==> config.mk <==
export PLATFORM = sky130hd
export DESIGN_NAME = fsync_pulse_gen
export DESIGN_NICKNAME = d
export VERILOG_FILES = /design/src/rtl/fsg_pkg.sv /design/src/rtl/fsg_cfg_shadow.sv /design/src/rtl/fsg_period_ctr.sv /design/src/rtl/fsg_pulse_shaper.sv /design/src/rtl/fsync_pulse_gen.sv
export SDC_FILE = /design/constraint.sdc
export NUM_CORES = 1
export LEC_CHECK = 0
export ABC_CLOCK_PERIOD_IN_PS = 5000
export BUFFER_PORTS_ARGS = -buffer_cell sky130_fd_sc_hd__buf_2
export CAP_MARGIN = 20
export CORE_ASPECT_RATIO = 0.8
export CORE_MARGIN = 2
export CORE_UTILIZATION = 54
export CTS_CLUSTER_DIAMETER = 50
export DETAILED_ROUTE_END_ITERATION = 12
export GPL_TIMING_DRIVEN = 0
export HOLD_SLACK_MARGIN = 0.15
export PLACE_DENSITY = 0.76
export REMOVE_ABC_BUFFERS = 1
export SKIP_LAST_GASP = 1
export SLEW_MARGIN = 20
export SYNTH_ARGS = -nofsm -noshare
export SYNTH_HDL_FRONTEND = slang
export SYNTH_SLANG_ARGS = --single-unit
==> constraint.sdc <==
create_clock -name clk -period 5 [get_ports clk]
set_input_delay 0.75 -clock clk [delete_from_list [all_inputs] [get_ports clk]]
set_output_delay 0.75 -clock clk [all_outputs]
set_load 0.05 [all_outputs]
==> src/rtl/fsg_pkg.sv <==
package fsg_pkg;
   localparam int unsigned PW_W = 10;
   localparam int unsigned N_W  = 10;

   typedef logic [PW_W-1:0] pw_t;
   typedef logic [N_W-1:0]  ratio_t;

   typedef struct packed {
      pw_t    width;
      logic   half;
      ratio_t ratio;
   } fsg_cfg_t;

   typedef enum logic {
      MODE_FRAME = 1'b0,
      MODE_CLOCK = 1'b1
   } fsg_mode_e;
endpackage

==> src/rtl/fsg_cfg_shadow.sv <==
module fsg_cfg_shadow
   import fsg_pkg::*;
#(
   parameter int unsigned RST_RATIO = 8,
   parameter int unsigned RST_WIDTH = 1,
   parameter bit          RST_HALF  = 1'b0,
   parameter int unsigned MIN_RATIO = 2
) (
   input  logic      clk,
   input  logic      rst_n,
   input  logic      valid_i,
   input  logic      wr_width_en_i,
   input  pw_t       wr_width_i,
   input  logic      wr_half_i,
   input  logic      wr_ratio_en_i,
   input  ratio_t    wr_ratio_i,
   input  logic      wrap_i,
   output fsg_cfg_t  act_o
);
   localparam fsg_cfg_t RST_CFG = '{width: pw_t'(RST_WIDTH),
                                    half:  RST_HALF,
                                    ratio: ratio_t'(RST_RATIO)};
   localparam ratio_t   FLOOR_N = ratio_t'(MIN_RATIO);

   fsg_cfg_t shd_q, act_q;
   logic     valid_q, pend_q;
   logic     rise, pend_nxt, load;
   ratio_t   ratio_safe;

   assign rise       = valid_i & ~valid_q;
   assign pend_nxt   = pend_q | rise;
   assign load       = wrap_i & pend_nxt & valid_i;
   assign ratio_safe = (shd_q.ratio < FLOOR_N) ? FLOOR_N : shd_q.ratio;

   always_ff @(posedge clk or negedge rst_n) begin
      if (!rst_n) begin
         valid_q <= 1'b1;
         pend_q  <= 1'b0;
      end else begin
         valid_q <= valid_i;
         pend_q  <= valid_i & ~load & pend_nxt;
      end
   end

   always_ff @(posedge clk or negedge rst_n) begin
      if (!rst_n) begin
         shd_q <= RST_CFG;
      end else if (!valid_i) begin
         if (wr_width_en_i) begin
            shd_q.width <= wr_width_i;
            shd_q.half  <= wr_half_i;
         end
         if (wr_ratio_en_i) begin
            shd_q.ratio <= wr_ratio_i;
         end
      end
   end

   always_ff @(posedge clk or negedge rst_n) begin
      if (!rst_n) begin
         act_q <= RST_CFG;
      end else if (load) begin
         act_q.width <= shd_q.width;
         act_q.half  <= shd_q.half;
         act_q.ratio <= ratio_safe;
      end
   end

   assign act_o = act_q;

   AST_SHADOW_FROZEN: assert property (@(posedge clk) disable iff (!rst_n)
      valid_i |=> $stable(shd_q));
   AST_HOLD_WHILE_OPEN: assert property (@(posedge clk) disable iff (!rst_n)
      !valid_i |=> $stable(act_q));
endmodule

==> src/rtl/fsg_period_ctr.sv <==
module fsg_period_ctr
   import fsg_pkg::*;
(
   input  logic   clk,
   input  logic   rst_n,
   input  ratio_t n_i,
   input  logic   align_i,
   output ratio_t cnt_o,
   output logic   wrap_o
);
   ratio_t cnt_q;
   ratio_t last;

   assign last   = n_i - ratio_t'(1);
   assign wrap_o = (cnt_q == last) & ~align_i;

   always_ff @(posedge clk or negedge rst_n) begin
      if (!rst_n) begin
         cnt_q <= '0;
      end else if (align_i) begin
         cnt_q <= ratio_t'(1);
      end else if (wrap_o) begin
         cnt_q <= '0;
      end else begin
         cnt_q <= cnt_q + ratio_t'(1);
      end
   end

   assign cnt_o = cnt_q;

   AST_CNT_BELOW_N: assert property (@(posedge clk) disable iff (!rst_n)
      cnt_q < n_i);
endmodule

==> src/rtl/fsg_pulse_shaper.sv <==
module fsg_pulse_shaper
   import fsg_pkg::*;
#(
   parameter bit OUT_REG = 1'b0
) (
   input  logic     clk,
   input  logic     rst_n,
   input  ratio_t   cnt_i,
   input  fsg_cfg_t cfg_i,
   input  logic     align_i,
   input  logic     pol_i,
   output logic     fsync_o
);
   localparam int unsigned CW = (PW_W > N_W) ? PW_W : N_W;
   typedef logic [CW-1:0] cmp_t;

   cmp_t w_eff, raw_w, lim_w, half_w;
   logic active, level;

   always_comb begin
      raw_w  = cmp_t'(cfg_i.width);
      lim_w  = cmp_t'(cfg_i.ratio) - cmp_t'(1);
      half_w = cmp_t'(cfg_i.ratio >> 1);
      if (cfg_i.half) begin
         w_eff = half_w;
      end else if (raw_w == '0) begin
         w_eff = cmp_t'(1);
      end else if (raw_w > lim_w) begin
         w_eff = lim_w;
      end else begin
         w_eff = raw_w;
      end
   end

   assign active = align_i | (cmp_t'(cnt_i) < w_eff);
   assign level  = pol_i ? active : ~active;

   generate
      if (OUT_REG) begin : g_reg_out
         logic fs_q;
         always_ff @(posedge clk or negedge rst_n) begin
            if (!rst_n) fs_q <= 1'b0;
            else        fs_q <= level;
         end
         assign fsync_o = fs_q;
      end else begin : g_comb_out
         assign fsync_o = level;
      end
   endgenerate

   AST_WIDTH_LEGAL: assert property (@(posedge clk) disable iff (!rst_n)
      (w_eff != '0) && (w_eff < cmp_t'(cfg_i.ratio)));
endmodule

==> src/rtl/fsync_pulse_gen.sv <==
module fsync_pulse_gen
   import fsg_pkg::*;
#(
   parameter int unsigned RST_RATIO = 8,
   parameter int unsigned RST_WIDTH = 1,
   parameter bit          RST_HALF  = 1'b0,
   parameter int unsigned MIN_RATIO = 2,
   parameter bit          OUT_REG   = 1'b0
) (
   input  logic        clk,
   input  logic        rst_n,
   input  logic        clk_mode_i,
   input  logic        align_i,
   input  logic        cfg_valid_i,
   input  logic        wr_width_en_i,
   input  logic [9:0]  wr_width_i,
   input  logic        wr_half_i,
   input  logic        wr_ratio_en_i,
   input  logic [9:0]  wr_ratio_i,
   input  logic        pol_i,
   output logic        fsync_o
);
   localparam int unsigned N_MAX = (1 << N_W) - 1;

   if (MIN_RATIO < 2) begin : g_bad_min
      $error("MIN_RATIO must be at least 2");
   end
   if (RST_RATIO < MIN_RATIO || RST_RATIO > N_MAX) begin : g_bad_rst
      $error("RST_RATIO out of range");
   end
   if (PW_W != 10 || N_W != 10) begin : g_bad_w
      $error("port widths assume 10-bit fields");
   end

   fsg_mode_e mode;
   fsg_cfg_t  act_cfg;
   ratio_t    cnt;
   logic      wrap, align_eff;

   assign mode      = fsg_mode_e'(clk_mode_i);
   assign align_eff = align_i & (mode == MODE_FRAME);

   fsg_cfg_shadow #(
      .RST_RATIO(RST_RATIO), .RST_WIDTH(RST_WIDTH),
      .RST_HALF(RST_HALF),   .MIN_RATIO(MIN_RATIO)
   ) u_shadow (
      .clk(clk), .rst_n(rst_n), .valid_i(cfg_valid_i),
      .wr_width_en_i(wr_width_en_i), .wr_width_i(wr_width_i),
      .wr_half_i(wr_half_i), .wr_ratio_en_i(wr_ratio_en_i),
      .wr_ratio_i(wr_ratio_i), .wrap_i(wrap), .act_o(act_cfg)
   );

   fsg_period_ctr u_ctr (
      .clk(clk), .rst_n(rst_n), .n_i(act_cfg.ratio),
      .align_i(align_eff), .cnt_o(cnt), .wrap_o(wrap)
   );

   fsg_pulse_shaper #(.OUT_REG(OUT_REG)) u_shape (
      .clk(clk), .rst_n(rst_n), .cnt_i(cnt), .cfg_i(act_cfg),
      .align_i(align_eff), .pol_i(pol_i), .fsync_o(fsync_o)
   );

   AST_CFG_AT_WRAP_ONLY: assert property (@(posedge clk) disable iff (!rst_n)
      !wrap |=> $stable(act_cfg));
   AST_CLOCK_MODE_FREE: assert property (@(posedge clk) disable iff (!rst_n)
      (clk_mode_i && !wrap) |=> (cnt == $past(cnt) + ratio_t'(1)));

   if (!OUT_REG) begin : g_align_chk
      AST_ALIGN_ACTIVE: assert property (@(posedge clk) disable iff (!rst_n)
         (align_i && !clk_mode_i) |-> (fsync_o == pol_i));
   end
endmodule

==> results.toml, run 1 <==
[yosys]
ys_ff_latch = 54
yosys-top-cells-count = "dfrtp_1 (49), nor2_1 (28), mux2_2 (25)"
synth_largest_area_cell = "dfrtp_1"
syn_area_per_cell_um2 = 10.8
synthCells = 325
synth_edf_count = 0
ys_warn_count = 0
synth.most_common_cell = "dfrtp_1"
syn_area_um2 = 3510
ys_async_sr_fraction = 1.00
synth_area_leaders = "dfrtp_1 (35%), mux2_2 (8.0%), mux2_4 (7.7%), ha_1 (7.5%), xnor2_1 (4.2%)"
synth_top_area_frac = 0.349
seq_area_frac_synth = 0.387
synth.distinct_cells = 57
synthFlopType = "dfrtp_1"

[route]
vias = 2711
ant_nets = 0
drt_wl_total_um = 8380
wl_per_cell_um = 18.8
drt-pass1-iter-count = 4
viasPerCell = 6.08
drc_errors = 0
drtIter0Drc = 231

[clock_tree]
cts_tree = "built"
cts.sinks = 54
clockRootBuffer = "clkbuf_8"
htree_num_levels = 2
clk_pin_slew_ps = 110
cts_buffers = 5
clock_path_buffers = 2
cts_hold_buf = 0
worstSkewPairLatency_ps = 320

[floorplanning]
coreArea_um2 = 6340
die_x_um = 94.1
die_h_um = 76.1
initial_core_util = 0.553
dieArea_um2 = 7160
num_rows = 26
ioPinCount = 30

[timing]
tightest_slew_ps = 943
holdWs_ps = 446
min_period_over_period = 1.14
hold_viol = 0
finalCriticalPeriod_ps = 5700
rsz0062_at_grt = "yes"
slew_viol_final = 0
slew_headroom = 0.370
finClkSkew_ps = 13.5
fmax_mhz = 175
tns_ps = -702
setup_viol = 1
worst_slack_ps = -702

[finish]
stdcell_count = 446
final_nets = 411
drive_above_1_share = 0.409
n_antenna_cell = 0
area_growth_pct = 18.9
nFillCells = 479

[min_path]
min_path_type = "in2async"

[pwr]
total_power_mw = 2.96
cellLeakagePower_nw = 1.76
ir_worst_vdd_mv = 0.321
powerDensity_nw_per_um2 = 711

[global_route]
grt_first_pass_wirelength_um = 14000
gr-total-overflow = 0
grt_pass1_vias = 2864
grt_max_degree = 55
track_usage = 0.248
antenna_found_initial = 0

[setup_path]
path_max_fanout = 8
reg2reg_from = "u_shadow.act_o[0]$_DFFE_PN0P_"
crit_arrival_ps = 4950
crit_type = "reg2out"
worstPathRequired_ps = 4250
end_kind = "output port"
worstSetupStartpoint = "u_shadow.act_o[0]$_DFFE_PN0P_"
cp-start-kind = "flop"

[placement]
io_buffer_count = 29
dp_cells = 423
pre_cts_ws_ps = -1460
gp_congestion = 0.970
post-dp-hpwl_um = 5450

[outcome]
failed_checks = "setup timing"
run_status = "complete, but fails checks"

[job]
maxCapViolCount = 0
[repair_timing]
| item | 4_1_cts | 5_1_grt |
|---|---|---|
| setup endpoints to repair | 1 | 1 |
| gates resized for setup | 55 | 5 |
| setup buffers | 14 | 1 |
| endpoints found under the hold margin | 0 | 0 |
| pin swaps | 30 | 2 |
[area by class of cell]
class,instances,area (µm²),share of cell area
multi-input combinational,242,2240,0.538
sequential,54,1360,0.326
timing repair buffer,47,308,0.0738
tap,84,105,0.0252
clock buffer,6,72.6,0.0174
inverter,11,41.3,0.00990
clock inverter,2,38.8,0.00930
[power by group]
group	leakage [nW]	internal (mW)	switching, mW
clock network	0.0554	0.151	0.159
registers	0.661	0.557	0.220
logic	1.04	0.893	0.984
total	1.76	1.60	1.36
[routing by layer]
layer | vias to the layer above | share of wire | global-route usage
li1 | 1260 | - | -
met1 | 1319 | 0.45 | 0.349
met2 | 110 | 0.47 | 0.380
met3 | 22 | 0.066 | 0.0534
met4 | 0 | 0.020 | 0.0855
met5 | - | 0 | 0
[metrics by stage]
step	util	cell area, µm²
5_1_grt	0.658	4170
3_5_place_dp	0.584	3700
2_1_floorplan	-	3410
4_1_cts	0.654	4150
6_report	0.658	4170
3_3_place_gp	0.577	3660
[logic make-up (layout without fill, tap and decap cells)]
family,after synthesis,count (layout),share of synthesized area
and+or+nand+nor,89,89,0.146
AOI/OAI and AO/OA,63,63,0.125
DFF,54,54,0.387
muxes,46,46,0.166
buffers and inverters,29,66,0.0399
xor gates and xnor gates,23,23,0.0613
adders and majority gates,21,21,0.0749
[state kept, by name, summed over array words and instances (netlist names)]
name and cells:
u_shadow.act_o 21, u_ctr.cnt_o 10, u_shadow.valid_q 1, u_shadow.pend_q 1
u_shadow.shd_q 21
[critical path, stage by stage (launching register included)]
cell and delay (ps):
dfrtp_1 420, buf_6 130, or4_4 600, nor4_4 250
xnor2_2 140, ha_1 320, nand4_1 200, inv_2 80
a2111oi_4 380, buf_6 190, nor2_1 70, nand2_1 70
o211ai_1 160, ha_1 400, buf_4 140, a21o_1 170
a22oi_2 220, mux2_4 330, nor4_2 130, buf_4 240
[worst paths after layout]
check	to	slack, ps	cells after the start
hold reg to reg	u_shadow.act_o[12]$_DFFE_PN0P_	500	1
hold / removal	u_shadow.shd_q[15]$_DFFE_PN0P_	450	1
setup / recovery	fsync_o	-700	19
max in group asynchronous	u_shadow.act_o[6]$_DFFE_PN0P_	4060	1
setup reg to reg	u_shadow.act_o[18]$_DFFE_PN0P_	1840	10
min in group clk	u_shadow.act_o[12]$_DFFE_PN0P_	500	1
[cell usage in the layout, fill, tap and decap left out, types with 5 or more instances in the layout]
cell type / netlist / routed
a22oi_1: 9 / 7
buf_2: 1 / 27
buf_4: 0 / 15
clkbuf_8: 0 / 5
dfrtp_1: 49 / 46
dfstp_2: 5 / 5
ha_1: 21 / 19
inv_1: 11 / 8
mux2_2: 25 / 24
mux2_4: 18 / 19
nand2_1: 8 / 8
nand2b_1: 5 / 5
nand3_1: 7 / 6
nand4_1: 6 / 6
nor2_1: 28 / 27
nor3_1: 9 / 6
o21ai_0: 15 / 6
o21ai_1: 2 / 9
o31ai_2: 1 / 6
xnor2_1: 17 / 13
xor2_1: 5 / 5
No activity file was read; power rests on OpenSTA's default activity.
==> run 2, diff against run 1 <==
--- a/config.mk
+++ b/config.mk
@@ -5,17 +5,17 @@
 export SDC_FILE = /design/constraint.sdc
 export NUM_CORES = 1
 export LEC_CHECK = 0
-export ABC_CLOCK_PERIOD_IN_PS = 5000
+export ABC_CLOCK_PERIOD_IN_PS = 6150
 export BUFFER_PORTS_ARGS = -buffer_cell sky130_fd_sc_hd__buf_2
 export CAP_MARGIN = 20
 export CORE_ASPECT_RATIO = 0.8
 export CORE_MARGIN = 2
-export CORE_UTILIZATION = 54
+export CORE_UTILIZATION = 60
 export CTS_CLUSTER_DIAMETER = 50
 export DETAILED_ROUTE_END_ITERATION = 12
 export GPL_TIMING_DRIVEN = 0
 export HOLD_SLACK_MARGIN = 0.15
-export PLACE_DENSITY = 0.76
+export PLACE_DENSITY = 0.8
 export REMOVE_ABC_BUFFERS = 1
 export SKIP_LAST_GASP = 1
 export SLEW_MARGIN = 20
==> constraint.sdc (replaced) <==
create_clock -name clk -period 6.15 [get_ports clk]
set_input_delay 0.9225 -clock clk [delete_from_list [all_inputs] [get_ports clk]]
set_output_delay 0.9225 -clock clk [all_outputs]
set_load 0.05 [all_outputs]
==> run 2 against run 1 <==
The run now ends clean. Clock power shrank 30%. First-iteration DRC count rose by 11%. Sequential power decreased by 19%. Hold slack improved by 67 ps. Register-to-register slack better by 1100 ps. Flip-flop and latch count unchanged. Combinational power shrank 33%. Power shrank 29%. Critical endpoint unchanged.
==> results.toml, run 2 (synthesis results as in run 1) <==
[placement]
gp_congestion = 0.917
io_buffer_count = 29
post-dp-hpwl_um = 5420
dp_cells = 418

[pwr]
pwr-share-clk = 0.104
powerDensity_nw_per_um2 = 527
combPwrFrac = 0.599
seq_power_share = 0.298
swShare = 0.460
cellLeakagePower_nw = 1.69
ir_worst_vdd_mv = 0.213
p_switching_mw = 0.969
internal_power_mw = 1.14

[setup_path]
crit_type = "reg2out"
worstPathRequired_ps = 5230
cp-start-kind = "flop"
end_kind = "output port"
path_max_fanout = 10
crit_arrival_ps = 5030

[finish]
stdcell_count = 434
n_antenna_cell = 0
regArea_um2 = 1360
area_growth_pct = 13.7
nFillCells = 402
drive_above_1_share = 0.368
final_common_cell = "dfrtp_1"
final_nets = 405
final_cell_mix = "dfrtp_1 (46), nor2_1 (27), buf_2 (27)"
fin_util = 0.718
multi_input_area_um2 = 2140

[clock_tree]
cts.sinks = 54
cts_tree = "built"
clk_pin_slew_ps = 100
worstSkewPairLatency_ps = 320
htree_num_levels = 2
cts_buffers = 5
cts_hold_buf = 0
clockRootBuffer = "clkbuf_8"
clock_path_buffers = 2

[timing]
fmax_mhz = 168
finalCriticalPeriod_ps = 5960
min_period_over_period = 0.969
tightest_slew_ps = 962
slew_viol_final = 0
slew_headroom = 0.357
finClkSkew_ps = 13.5
hold_viol = 0
setup_viol = 0

[route]
drc_errors = 0
viasPerCell = 6.12
ant_nets = 0
vias = 2656
wl_per_cell_um = 17.7
drt_wl_total_um = 7670
drtIter0Drc = 256
drt-pass1-iter-count = 5

[floorplanning]
ioPinCount = 30
die_h_um = 72.4
initial_core_util = 0.632
num_rows = 24
coreArea_um2 = 5560
dieArea_um2 = 6480
die_x_um = 89.5

[global_route]
antenna_found_initial = 0
grt_pass1_vias = 2495
track_usage = 0.251
grt_first_pass_wirelength_um = 12400
grt_max_degree = 55
gr-total-overflow = 0

[job]
maxCapViolCount = 0

[outcome]
run_status = "finished, final reports clean"

[min_path]
min_path_type = "reg2reg"
[run 2: changes by cell type in the layout (fill, tap and decap cells not counted), moves of 2 or more]
cell,change
o31ai_1,+5
o21ai_0,+4
buf_4,-2
o21ai_1,-2
o31ai_4,-2
xnor2_2,-2
o31ai_2,-3
buf_6,-4
xnor2_1,+2
[run 2: final timing paths]
kind                       slack [ps]                      startpoint  depth (start not counted)                        endpoint
max in group asynchronous        5040                           rst_n                          1   u_shadow.act_o[4]$_DFFE_PN0P_
hold reg to reg                   510  u_shadow.shd_q[12]$_DFFE_PN0P_                          1  u_shadow.act_o[12]$_DFFE_PN0P_
setup / recovery                  190   u_shadow.act_o[0]$_DFFE_PN0P_                         20                         fsync_o
hold / removal                    510  u_shadow.shd_q[12]$_DFFE_PN0P_                          1  u_shadow.act_o[12]$_DFFE_PN0P_
setup reg to reg                 2930   u_shadow.act_o[0]$_DFFE_PN0P_                          8  u_shadow.act_o[16]$_DFFE_PN0P_
min in group asynchronous         620                           rst_n                          1        u_ctr.cnt_o[3]$_DFF_PN0_
[run 2: stage by stage]
stage	power [mW]	hold slack (ps)	TNS, ps	cell area (µm²)	setup WS (ps)
floorplan	1.39	477	-2360	3410	-2360
global placement	1.59	488	-2490	3650	-2490
detailed placement	1.68	492	-178	3700	-178
CTS	1.98	518	0	3880	25.6
global route	2.25	531	-67.3	3990	-67.3
finish	2.11	513	0	3990	194
[run 2: cell type report]
cell class | count | area share
Multi-Input combinational cell | 242 | 0.537
Inverter | 11 | 0.0103
Clock inverter | 2 | 0.00408
Tap cell | 78 | 0.0245
Clock buffer | 6 | 0.0207
Sequential cell | 54 | 0.341
Timing Repair Buffer | 41 | 0.0621
[run 2: power by group through the flow]
stage | Clock, mW | Combinational [mW] | Sequential (mW)
final | 0.218 | 1.26 | 0.626
after global routing | 0.235 | 1.37 | 0.644
after CTS | 0.222 | 1.14 | 0.612
after detailed placement | 0 | 1.06 | 0.615
after global placement | 0 | 0.984 | 0.609
after floorplan | 0 | 0.827 | 0.562
[run 2: what timing repair did]
item,CTS,global route
pin swaps,3,16
setup endpoints to repair,1,1
cloned,0,0
resized for setup,11,26
buffers inserted,5,3
[run 2: per-layer routing]
layer,vias to the layer above,share of wire,track usage
met1,1291,0.46,0.371
met2,92,0.46,0.387
li1,1260,-,-
met3,13,0.069,0.0523
met5,-,0,0
met4,0,0.010,0.0481
[run 2: critical path: stages (launching register included)]
cell and delay (ps):
dfrtp_1 400, buf_4 160, or4_4 580, nor4_4 260, xnor2_1 190, ha_1 280
nand4_1 170, a211oi_2 70, a2111oi_2 340, buf_4 180, buf_4 160, nor2_1 70
nand2_1 80, o211ai_1 150, ha_1 390, nand3_1 120, nor3_1 390, nor2_1 80
mux2_2 280, nor4_2 130, buf_4 240
==> run 3, diff against run 2 <==
--- a/config.mk
+++ b/config.mk
@@ -8,14 +8,15 @@
 export ABC_CLOCK_PERIOD_IN_PS = 6150
 export BUFFER_PORTS_ARGS = -buffer_cell sky130_fd_sc_hd__buf_2
 export CAP_MARGIN = 20
+export CELL_PAD_IN_SITES_DETAIL_PLACEMENT = 1
+export CELL_PAD_IN_SITES_GLOBAL_PLACEMENT = 1
 export CORE_ASPECT_RATIO = 0.8
 export CORE_MARGIN = 2
-export CORE_UTILIZATION = 60
+export CORE_UTILIZATION = 48
 export CTS_CLUSTER_DIAMETER = 50
 export DETAILED_ROUTE_END_ITERATION = 12
-export GPL_TIMING_DRIVEN = 0
 export HOLD_SLACK_MARGIN = 0.15
-export PLACE_DENSITY = 0.8
+export PLACE_DENSITY_LB_ADDON = 0.1
 export REMOVE_ABC_BUFFERS = 1
 export SKIP_LAST_GASP = 1
 export SLEW_MARGIN = 20
==> run 3 against run 2 <==
Routed wire length is 33% higher. Design area is 7.2% higher. Power grew 20%. Global-route usage down 0.062 points. Non-clock buffer count rose by 14. Clock power is essentially flat. Sequential share of layout area is 2.3 points lower. First-iteration DRC count decreased by 31%. Combinational power grew 35%.
==> results.toml, run 3 (synthesis results as in run 1) <==
[floorplanning]
initial_core_util = 0.502
num_rows = 27
die_h_um = 80.5
die_x_um = 99.6
ioPinCount = 30
dieArea_um2 = 8020
coreArea_um2 = 6990

[finish]
final_cell_area_um2 = 4280
final_cell_mix = "dfrtp_1 (47), buf_2 (28), nor2_1 (26)"
multi_input_area_um2 = 2300
n_antenna_cell = 0
area_growth_pct = 21.9
final_common_cell = "dfrtp_1"
final_nets = 419
nFillCells = 750
drive_above_1_share = 0.446
fin_util = 0.612
regArea_um2 = 1360

[timing]
tns_ps = 0
fmax_mhz = 164
hold_viol = 0
holdWs_ps = 519
min_period_over_period = 0.991
slew_viol_final = 0
setup_viol = 0
tightest_slew_ps = 1040
slew_headroom = 0.305
finClkSkew_ps = 10.6
finalCriticalPeriod_ps = 6100

[outcome]
run_status = "finished, final reports clean"

[placement]
gp_congestion = 0.846
post-dp-hpwl_um = 6660
dpl_cell_area_um2 = 3750
io_buffer_count = 29

[clock_tree]
clock_path_buffers = 2
cts_tree = "built"
clockRootBuffer = "clkbuf_8"
clk_pin_slew_ps = 110
htree_num_levels = 2
worstSkewPairLatency_ps = 320
cts_hold_buf = 0
cts_buffers = 5
cts.sinks = 54

[pwr]
ir_worst_vdd_mv = 0.306
total_power_mw = 2.53
powerDensity_nw_per_um2 = 592
cellLeakagePower_nw = 1.80

[setup_path]
path_max_fanout = 5
cpMaxStageDelayCell = "or4_4"
crit_arrival_ps = 5170
r2r_setup_slack_ps = 3240
end_kind = "output port"
cp-start-kind = "flop"
cp_cell_sequence = "buf_4 > or4_4 > nor4_4 > xnor2_2 > ha_1 > nand4_1 > a211oi_2 > a2111oi_4 > buf_4 > buf_6 > o21ai_1 > o31ai_2 > a22oi_1 > ha_2 > a21o_1 > a21oi_2 > o21ai_1 > a22oi_2 > buf_4 > a32o_2 > nor4_4 > buf_6"
worstPathRequired_ps = 5230
crit_buf_inv = 5
crit_top_cell = "buf_4"
cp_slowest_stage_delay_ps = 580
crit_type = "reg2out"
crit_family = "compound AO/OA/AOI/OAI gates"

[route]
drt_wl_total_um = 10200
wl_per_cell_um = 22.4
drc_errors = 0
ant_nets = 0
drtIter0Drc = 177
vias = 2796
drt-pass1-iter-count = 4
viasPerCell = 6.12

[global_route]
grt_max_degree = 55
grt_pass1_vias = 2937
gr-total-overflow = 0
track_usage = 0.251
grt_first_pass_wirelength_um = 15600
antenna_found_initial = 0

[min_path]
min_path_type = "reg2reg"

[job]
maxCapViolCount = 0
==> run 3: metrics by stage <==
step                worst slack [ps]  instances
floorplan                      -2360        307
global placement                 362        433
detailed placement             -4.61        433
CTS                             5.40        448
global route                    -211        457
finish                          55.0        457
==> run 3: where the power goes <==
group	total, mW	switching [mW]	internal (mW)
Clock	0.221	0.127	0.0930
Combinational	1.70	0.937	0.767
Sequential	0.609	0.157	0.453
==> run 3: routing by layer <==
metal	GRT usage	routed length, µm	vias to the layer above
met5	0	0	-
met4	0.0562	208	0
met3	0.0400	513	18
met2	0.422	4990	74
met1	0.341	4510	1427
li1	-	-	1277
==> run 3: layout make-up <==
type,instances,area share
sequential,54,0.318
clock inverter,2,0.00380
timing repair buffer,55,0.0854
inverter,11,0.00965
multi-input combinational,242,0.539
tap,87,0.0254
clock buffer,6,0.0193
==> run 3: timing repair <==
item                                    4_1_cts  5_1_grt
pin swaps                                     4       28
endpoints found under the setup margin        1        1
gates cloned                                  2        1
resized for setup                            17       61
setup buffers                                 5        9
==> run 3: worst paths after layout <==
kind                                             endpoint                            from  cells after the start
setup / recovery                                  fsync_o   u_shadow.act_o[0]$_DFFE_PN0P_                     22
hold / removal             u_shadow.act_o[20]$_DFFE_PN0P_  u_shadow.shd_q[20]$_DFFE_PN0P_                      1
setup reg to reg            u_shadow.act_o[2]$_DFFE_PN0P_   u_shadow.act_o[0]$_DFFE_PN0P_                      9
hold reg to reg            u_shadow.act_o[20]$_DFFE_PN0P_  u_shadow.shd_q[20]$_DFFE_PN0P_                      1
max in group asynchronous   u_shadow.act_o[4]$_DFFE_PN0P_                           rst_n                      2
min in group asynchronous  u_shadow.shd_q[14]$_DFFE_PN0P_                           rst_n                      2
==> run 3: worst reg2reg max path, cell delays in order, from the launching register on <==
cell and delay, ps:
dfrtp_1 410, buf_4 140, or4_4 580, nor4_4 320, buf_4 180, buf_4 120
o21ai_1 100, nor3_4 190, buf_4 380, mux2_2 390
